**config.mk**
```make
export PLATFORM = sky130hd
export DESIGN_NAME = loop_phase_det
export DESIGN_NICKNAME = d
export VERILOG_FILES = /design/src/rtl/lpd_pkg.sv /design/src/rtl/lpd_edge.sv /design/src/rtl/lpd_core.sv /design/src/rtl/lpd_lock.sv /design/src/rtl/lpd_status.sv /design/src/rtl/loop_phase_det.sv
export SDC_FILE = /design/constraint.sdc
export NUM_CORES = 1
export LEC_CHECK = 0
export ABC_AREA = 1
export BUFFER_PORTS_ARGS = -buffer_cell sky130_fd_sc_hd__buf_4
export CAP_MARGIN = 30
export CORE_UTILIZATION = 38
export CTS_BUF_LIST = sky130_fd_sc_hd__clkbuf_4 sky130_fd_sc_hd__clkbuf_8
export DETAILED_ROUTE_END_ITERATION = 6
export GPL_ROUTABILITY_DRIVEN = 1
export PLACE_DENSITY = 0.63
export SLEW_MARGIN = 40
export SYNTH_ARGS = -nofsm -noshare
export SYNTH_HDL_FRONTEND = slang
export SYNTH_SLANG_ARGS = --single-unit
```
**constraint.sdc**
```tcl
create_clock -name clk -period 1.8 [get_ports clk]
set_input_delay 0.18 -clock clk [delete_from_list [all_inputs] [get_ports clk]]
set_output_delay 0.18 -clock clk [all_outputs]
set_load 0.02 [all_outputs]
```
**src/rtl/lpd_pkg.sv**
```systemverilog
// Shared types for the loop phase detector.
package lpd_pkg;

    // Pending-pulse flags of the detector: up = feedback late, dn = feedback early.
    typedef struct packed {
        logic up;
        logic dn;
    } pd_flags_t;

    // Index of each pulse input inside the edge detector vector.
    localparam int EDGE_REF = 0;
    localparam int EDGE_FB  = 1;
    localparam int EDGE_NUM = 2;

endpackage

```
**src/rtl/lpd_edge.sv**
```systemverilog
// Rising-edge detector for a vector of synchronous pulse inputs.
// Assumes: inputs already synchronous to clk. rise is combinational,
// valid in the same cycle the input first reads 1.
module lpd_edge #(
    parameter int N = 2
) (
    input  logic         clk,
    input  logic         rst_n,
    input  logic [N-1:0] lvl,
    output logic [N-1:0] rise
);
    logic [N-1:0] prev_q;

    for (genvar i = 0; i < N; i++) begin : g_bit
        // Remember last level of input i.
        always_ff @(posedge clk) begin
            if (!rst_n) prev_q[i] <= 1'b0;
            else        prev_q[i] <= lvl[i];
        end
        // Edge when the level is 1 now and was 0 before.
        always_comb rise[i] = lvl[i] & ~prev_q[i];
    end
endmodule

```
**src/rtl/lpd_core.sv**
```systemverilog
// Phase-frequency detector core. Sets up on a reference edge and dn on a
// feedback edge, and clears both once both are set, so the width of the
// active flag equals the phase error in cycles.
// Assumes: halt forces an idle detector.
module lpd_core
    import lpd_pkg::*;
(
    input  logic      clk,
    input  logic      rst_n,
    input  logic      halt,
    input  logic      ref_rise,
    input  logic      fb_rise,
    output pd_flags_t flags,
    output logic      cmp_done
);
    logic nxt_up;
    logic nxt_dn;

    // Candidate flag values with this cycle's edges folded in.
    always_comb begin
        nxt_up   = flags.up | ref_rise;
        nxt_dn   = flags.dn | fb_rise;
        cmp_done = ~halt & nxt_up & nxt_dn;
    end

    // Flag state: cleared on reset, halt or completed comparison.
    always_ff @(posedge clk) begin
        if (!rst_n || halt || cmp_done) begin
            flags.up <= 1'b0;
            flags.dn <= 1'b0;
        end else begin
            flags.up <= nxt_up;
            flags.dn <= nxt_dn;
        end
    end
endmodule

```
**src/rtl/lpd_lock.sv**
```systemverilog
// Lock monitor. Measures the error of each comparison as its pulse width,
// counts consecutive comparisons within tolerance, reports out-of-lock.
// Assumes: cmp_done is a one-cycle strobe from the detector core.
module lpd_lock #(
    parameter int WIDTH_W  = 8,
    parameter int LOCK_RUN = 4,
    parameter int LOCK_TOL = 1
) (
    input  logic clk,
    input  logic rst_n,
    input  logic halt,
    input  logic active,
    input  logic cmp_done,
    output logic out_of_lock
);
    localparam int SW = $clog2(LOCK_RUN + 1);
    localparam logic [WIDTH_W-1:0] WMAX = {WIDTH_W{1'b1}};

    logic [WIDTH_W-1:0] width_q;
    logic [SW-1:0]      streak_q;
    logic [WIDTH_W:0]   err_w;
    logic               good;
    logic               full;

    // Error of the comparison completing this cycle.
    always_comb begin
        err_w = {1'b0, width_q} + {{WIDTH_W{1'b0}}, active};
        good  = (err_w <= (WIDTH_W+1)'(LOCK_TOL));
        full  = (streak_q == SW'(LOCK_RUN));
    end

    // Pulse width counter, saturating, restarted per comparison.
    always_ff @(posedge clk) begin
        if (!rst_n || halt || cmp_done) width_q <= '0;
        else if (active && width_q != WMAX) width_q <= width_q + 1'b1;
    end

    // Consecutive in-tolerance comparison count.
    always_ff @(posedge clk) begin
        if (!rst_n || halt) streak_q <= '0;
        else if (cmp_done) begin
            if (!good)      streak_q <= '0;
            else if (!full) streak_q <= streak_q + 1'b1;
        end
    end

    // Flag is high until the run is complete.
    always_comb out_of_lock = ~full;
endmodule

```
**src/rtl/lpd_status.sv**
```systemverilog
// Status output select: power-save level normally, divider pulse in test.
// Assumes: div_tap is synchronous to the block clock.
module lpd_status (
    input  logic test_mode,
    input  logic pwr_down,
    input  logic div_tap,
    output logic ps_stat
);
    // Pick the view requested by test_mode.
    always_comb ps_stat = test_mode ? div_tap : pwr_down;
endmodule

```
**src/rtl/loop_phase_det.sv**
```systemverilog
// Top of the loop phase detector: edge detection, detector core, optional
// lock monitor (LOCK_EN) and status select.
// Assumes: ref_in and fb_in synchronous to clk; synchronous active-low reset.
module loop_phase_det
    import lpd_pkg::*;
#(
    parameter bit LOCK_EN  = 1'b1,
    parameter int WIDTH_W  = 8,
    parameter int LOCK_RUN = 4,
    parameter int LOCK_TOL = 1
) (
    input  logic clk,
    input  logic rst_n,
    input  logic ref_in,
    input  logic fb_in,
    input  logic pwr_down,
    input  logic test_mode,
    input  logic div_tap,
    output logic err_oe,
    output logic err_val,
    output logic out_of_lock,
    output logic ps_stat
);
    logic [EDGE_NUM-1:0] lvl;
    logic [EDGE_NUM-1:0] rise;
    pd_flags_t           flags;
    logic                cmp_done;

    // Gather the pulse inputs in edge-detector order.
    always_comb begin
        lvl[EDGE_REF] = ref_in;
        lvl[EDGE_FB]  = fb_in;
    end

    lpd_edge #(.N(EDGE_NUM)) u_edge (
        .clk   (clk),
        .rst_n (rst_n),
        .lvl   (lvl),
        .rise  (rise)
    );

    lpd_core u_core (
        .clk      (clk),
        .rst_n    (rst_n),
        .halt     (pwr_down),
        .ref_rise (rise[EDGE_REF]),
        .fb_rise  (rise[EDGE_FB]),
        .flags    (flags),
        .cmp_done (cmp_done)
    );

    // Three-state error output from the pending flags.
    always_comb begin
        err_oe  = flags.up | flags.dn;
        err_val = flags.up;
    end

    if (LOCK_EN) begin : g_lock
        lpd_lock #(
            .WIDTH_W  (WIDTH_W),
            .LOCK_RUN (LOCK_RUN),
            .LOCK_TOL (LOCK_TOL)
        ) u_lock (
            .clk         (clk),
            .rst_n       (rst_n),
            .halt        (pwr_down),
            .active      (err_oe),
            .cmp_done    (cmp_done),
            .out_of_lock (out_of_lock)
        );
    end else begin : g_nolock
        // Loop without lock monitor reports no fault.
        always_comb out_of_lock = 1'b0;
    end

    lpd_status u_status (
        .test_mode (test_mode),
        .pwr_down  (pwr_down),
        .div_tap   (div_tap),
        .ps_stat   (ps_stat)
    );
endmodule

```
; Word-level counts from Yosys, hierarchy flattened
; Cells that the tools add are included.
[word_totals]
ram_bits = 0
input_bits = 7
wordCells = 32
out_inout_bits = 4
regBits = 15
n_memories = 0
rom_bits = 0
latchBits = 0
[op_classes]
magnitude_cmp = 1
n_reduce_logical = 5
n_div = 0
bitwise_logic = 11
addsub = 3
mul = 0
shift = 0
eq_ne = 3
n_mux = 3
[op_table]
columns = op, n
row1 = 8-bit by 1-bit adder with 9-bit output, 1
row2 = 9-bit by 1-bit less-or-equal comparator with 1-bit output (second input constant), 1
row3 = 8-bit by 1-bit adder with 8-bit output (second input constant), 1
row4 = 8-bit != test (second input constant), 1
row5 = 3-bit 2-to-1 mux, 2
row6 = 1-bit AND, 4
row7 = 1-bit inverter, 4
row8 = 3-bit by 1-bit adder with 3-bit output (second input constant), 1
row9 = 3-bit equality test (second input constant), 1
row10 = 1-bit bitwise OR, 3
row11 = 1-bit logical OR, 2
row12 = 2-bit != test (second input constant), 1
row13 = 2-bit AND reduction, 1
row14 = 1-bit logical AND, 1
row15 = 1-bit zero test, 1
row16 = 1-bit 2-to-1 mux, 1

; Logic depth before layout (Yosys ltp)
[depth]
depth_word = 6
ltp_mapped = 12
depth_no_buf = 12

; By module
; Synthesis repeated with hierarchy kept, for this count alone.
[unflattened]
hier_cells = 139
area_unflattened_um2 = 905.9
[modules_own_cells]
columns = module, n_inst, seq_area_each_um2, area_per_inst_um2, cells_per_inst
row1 = lpd_lock, 1, 220.2, 700.7, 106
row2 = lpd_core, 1, 40.0, 103.8, 16
row3 = lpd_edge, 1, 40.0, 75.1, 10
row4 = lpd_status, 1, 0.0, 15.0, 4
row5 = loop_phase_det, 1, 0.0, 11.3, 3

; Worst setup path after synthesis
; OpenSTA, ideal clock, no wires.
[synth_path]
kind = reg2reg
from = register, netlist name u_core.flags[1]
to = register g_lock.u_lock.streak_q[0]
synth_period_minus_slack_ns = 1.911
path_buffers = 0
setup_slack_ns = -0.111
stages_incl_launch_ff = 11
required_ns = 1.685
t_arrival_ns = 1.796
setup_time_ns = 0.115
cell_sequence = dfxtp_1 nor2_1 inv_1 ha_1 ha_1 nor2_1 nand2_1 nor2_4 nand3_2 a21oi_1 nor2_1
[synth_between]
elab_chain_cells = 5
elab_cells_between_ends = 9
classes_between = add/sub (1) / order compare (1) / eq/ne (1) / mux (1) / bitwise (4) / reduce/logical (1)
[synth_rtl]
columns = element, line
row1 = 1-bit bitwise OR *, loop_phase_det.sv:54  ; err_oe = flags.up | flags.dn;
row2 = net err_oe, loop_phase_det.sv:19  ; output logic err_oe,
row3 = 8-bit by 1-bit adder with 9-bit output *, lpd_lock.sv:27  ; err_w = {1'b0, width_q} + {{WIDTH_W{1'b0}}, active};
row4 = 9-bit by 1-bit less-or-equal comparator with 1-bit output *, lpd_lock.sv:28  ; good = (err_w <= (WIDTH_W+1)'(LOCK_TOL));
row5 = 2-bit != test (no line), --
row6 = 2-bit AND reduction (no line), --
row7 = "end signal, assigned", lpd_lock.sv:43  ; else if (!full) streak_q <= streak_q + 1'b1;
row8 = "end, declared", lpd_lock.sv:20  ; logic [SW-1:0] streak_q;
; Mark *: on every way through the listed nets, which the timed path passes. The rest lies on a longest branch.
; A chain may end at the register's enable or synchronous reset.

; Worst setup path in the final report
[layout_path]
from = register, netlist name u_core.flags[1]
to = register g_lock.u_lock.streak_q[2]
[layout_between]
elab_chain_cells = 5
elab_cells_between_ends = 9
classes_between = add/sub (1) / order compare (1) / eq/ne (1) / mux (1) / bitwise (4) / reduce/logical (1)
[layout_rtl]
columns = element, line
row1 = 1-bit bitwise OR, loop_phase_det.sv:54
row2 = 8-bit by 1-bit adder with 9-bit output, lpd_lock.sv:27
row3 = 9-bit by 1-bit less-or-equal comparator with 1-bit output, lpd_lock.sv:28
row4 = 2-bit != test (no line), --
row5 = 2-bit AND reduction (no line), --
; Parallel ways exist; a longest one is shown, timed or not.

==> results.sh <==
export IMPL_tritoncts="done"
export IMPL_viasPerCell=4.75
export IMPL_vias=846
export IMPL_grt_overflow=0
export IMPL_p_per_area_nw_per_um2=567
export IMPL_ant_nets=0
export IMPL_layout_common_cells="38 x nand2_1, 18 x inv_1, 14 x dfxtp_1, 13 x buf_4, 12 x nor2_1"
export IMPL_routed_wirelength_um=1790
export IMPL_critPathCaptureType="flip-flop"
export IMPL_syn_inst=133
export IMPL_fin_worst_skew_ns=0.00702
export IMPL_cp_data_required_time_ns=2.02
export IMPL_start_util_pct=40.7
export IMPL_finalCritPeriodShare_pct=93.0
export IMPL_fp_coreArea_um2=2210
export IMPL_syn_avg_cell_area_um2=6.76
export IMPL_die_w_um=50.7
export IMPL_critical_path_class="reg2reg"
export IMPL_final_common_cell="nand2_1"
export IMPL_worstMarginPinSlew_ns=0.384
export IMPL_setup_tns_ns=0
export IMPL_slew_headroom_pct=74.4
export IMPL_p_leak_nw=0.510
export IMPL_rsz0062_at_grt="false"
export IMPL_antenna_found_initial=0
export IMPL_grt_max_degree=11
export IMPL_cts_buffers=3
export IMPL_grt_total_usage_pct=15.2
export IMPL_reg2reg_depth=11
export IMPL_slew_viol_final=0
export IMPL_die_h_um=50.7
export IMPL_portBuffers=10
export IMPL_min_delay_path_depth=3
export IMPL_worstReg2RegStart="u_core.flags[1]"
export IMPL_grt_pass1_vias=728
export IMPL_io_pins=11
export IMPL_die_area_um2=2570
export IMPL_hold_path_startpoint="fb_in"
export IMPL_vdd_drop_max_v=0.000504
export IMPL_rr_endpoint="g_lock.u_lock.streak_q[2]"
export IMPL_num_antenna_cells=0
export IMPL_cap_violations=0
export IMPL_grt_pass1_wl_um=2990
export IMPL_drc=0
export IMPL_yosysUniqueCellTypes=20
export IMPL_min_path_type="in2reg"
export IMPL_drive_gt1_share_pct=26.7
export IMPL_drt_iter0_markers=18
export IMPL_syn_num_nets=145
export IMPL_min_period_ns=1.67
export IMPL_hpwlAfterDp_um=1350
export IMPL_ys_warn_count=0
export IMPL_finalCoreUtilization_pct=50.7
export IMPL_clock_latency_ns=0.29
export IMPL_setup_violations=0
export IMPL_fmax_mhz=597
export IMPL_gp_congestion=0.793
export IMPL_wl_per_cell_um=10.1
export IMPL_outcome="finished clean"
export IMPL_cts_buffer_depth=2
export IMPL_arrival_ns=1.89
export IMPL_cts_root_buf="clkbuf_4"
export IMPL_synth_area_um2=900
export IMPL_hold_viol=0
export IMPL_ys_seq_elements=15
export IMPL_fin_nets=163
export IMPL_synth_seq_area_share_pct=33.4
export IMPL_start_kind="flip-flop"
export IMPL_crit_fanout=6
export IMPL_worstHoldEndpoint="u_edge.prev_q[1]"
export IMPL_first_pass_iters=4
export IMPL_rows=17
export IMPL_h_tree_depth=1
export IMPL_areaGrowthSynthToFinish_pct=24.6
export IMPL_fillCellCount=234
export IMPL_rrSetupSlack_ns=0.13
export IMPL_clkTransAtPathRegs_ns=0.10
export IMPL_cts_num_sinks=15
## worst max-delay path: stages (launching register included)
cell and delay (ns):
dfxtp_2 0.35, nor2_4 0.12, inv_2 0.06, ha_4 0.16
ha_4 0.20, nor2_1 0.09, nand2_1 0.09, nor2_4 0.14
nand3_4 0.14, nand3_2 0.08, nand2_1 0.05, nor2_1 0.12
## kinds of logic after synthesis
kind of cell    synth area share [%]
flops                           33.4
buf+inv                         9.18
fa+ha+maj                       6.95
simple gates                    40.1
xor+xnor                        1.95
compound gates                  8.48
## cell type report
type / instances / area [µm²] / area share, %
Inverter: 22 / 82.6 / 7.37
Sequential cell: 15 / 302 / 26.9
Timing Repair Buffer: 13 / 97.6 / 8.71
Tap cell: 28 / 35.0 / 3.12
Multi-Input combinational cell: 96 / 574 / 51.2
Clock buffer: 3 / 22.5 / 2.01
Clock inverter: 1 / 7.51 / 0.670
## report_power, final
| part | switching, W | leakage, nW | total [W] | internal (W) |
|---|---|---|---|---|
| logic | 0.0000516 | 0.374 | 0.0000920 | 0.0000404 |
| registers | 0.00000565 | 0.122 | 0.000345 | 0.000339 |
| clock network | 0.000114 | 0.0139 | 0.000199 | 0.0000844 |
| total | 0.000171 | 0.510 | 0.000635 | 0.000464 |
## per-layer routing
metal | vias to the layer above | wire length [µm] | track usage [%]
met5 | - | 0 | 0
met4 | 0 | 14 | 2.78
met3 | 2 | 49 | 5.45
met2 | 8 | 875 | 25.3
met1 | 387 | 850 | 18.9
li1 | 449 | - | -
## how the worst max path moves through the flow
stage                     from                   endpoint  slack (ns)  cells past startpoint
2_1_floorplan  u_core.flags[1]  g_lock.u_lock.streak_q[0]       0.009                     10
3_3_place_gp   u_core.flags[0]  g_lock.u_lock.streak_q[0]         0.1                     10
3_5_place_dp   u_core.flags[0]  g_lock.u_lock.streak_q[2]        0.06                     10
4_1_cts        u_core.flags[0]  g_lock.u_lock.streak_q[2]        0.02                     11
5_1_grt        u_core.flags[1]  g_lock.u_lock.streak_q[2]       0.005                     11
6_report       u_core.flags[1]  g_lock.u_lock.streak_q[2]        0.13                     11
## flip-flops by register name (all words and copies together), names as in the netlist
| register | flops |
|---|---|
| g_lock.u_lock.streak_q | 3 |
| g_lock.u_lock.width_q | 8 |
| u_edge.prev_q | 2 |
| u_core.flags | 2 |
## per-stage QoR
| stage | setup slack [ns] | cell area [µm²] | cells | power [W] | hold WS, ns |
|---|---|---|---|---|---|
| floorplan | 0.00942 | 902 | 133 | 0.000402 | 0.273 |
| global placement | 0.0993 | 1030 | 173 | 0.000434 | 0.374 |
| detailed placement | 0.0571 | 1030 | 173 | 0.000435 | 0.380 |
| CTS | 0.0180 | 1060 | 177 | 0.000638 | 0.0679 |
| global route | 0.00529 | 1120 | 178 | 0.000667 | 0.0825 |
| finish | 0.126 | 1120 | 178 | 0.000635 | 0.0778 |
## Yosys cell counts, drive strengths merged
| master | n | area (µm²) |
|---|---|---|
| xor2 | 2 | 17.5 |
| nor3 | 3 | 26.3 |
| inv | 22 | 82.6 |
| nor2 | 17 | 78.8 |
| o21bai | 1 | 11.3 |
| ha | 5 | 62.6 |
| a21oi | 11 | 55.1 |
| o21ai | 2 | 10.0 |
| nand2 | 41 | 176 |
| nand4 | 1 | 6.26 |
| or2 | 2 | 12.5 |
| dfxtp | 15 | 300 |
| nand3 | 11 | 60.1 |
## repair_timing
| item | CTS | global route |
|---|---|---|
| setup buffers | 0 | 1 |
| hold buffers | 0 | 0 |
| gates resized for setup | 0 | 10 |
| endpoints found under the setup margin | 0 | 3 |
Power figures use the tool's default switching activity.
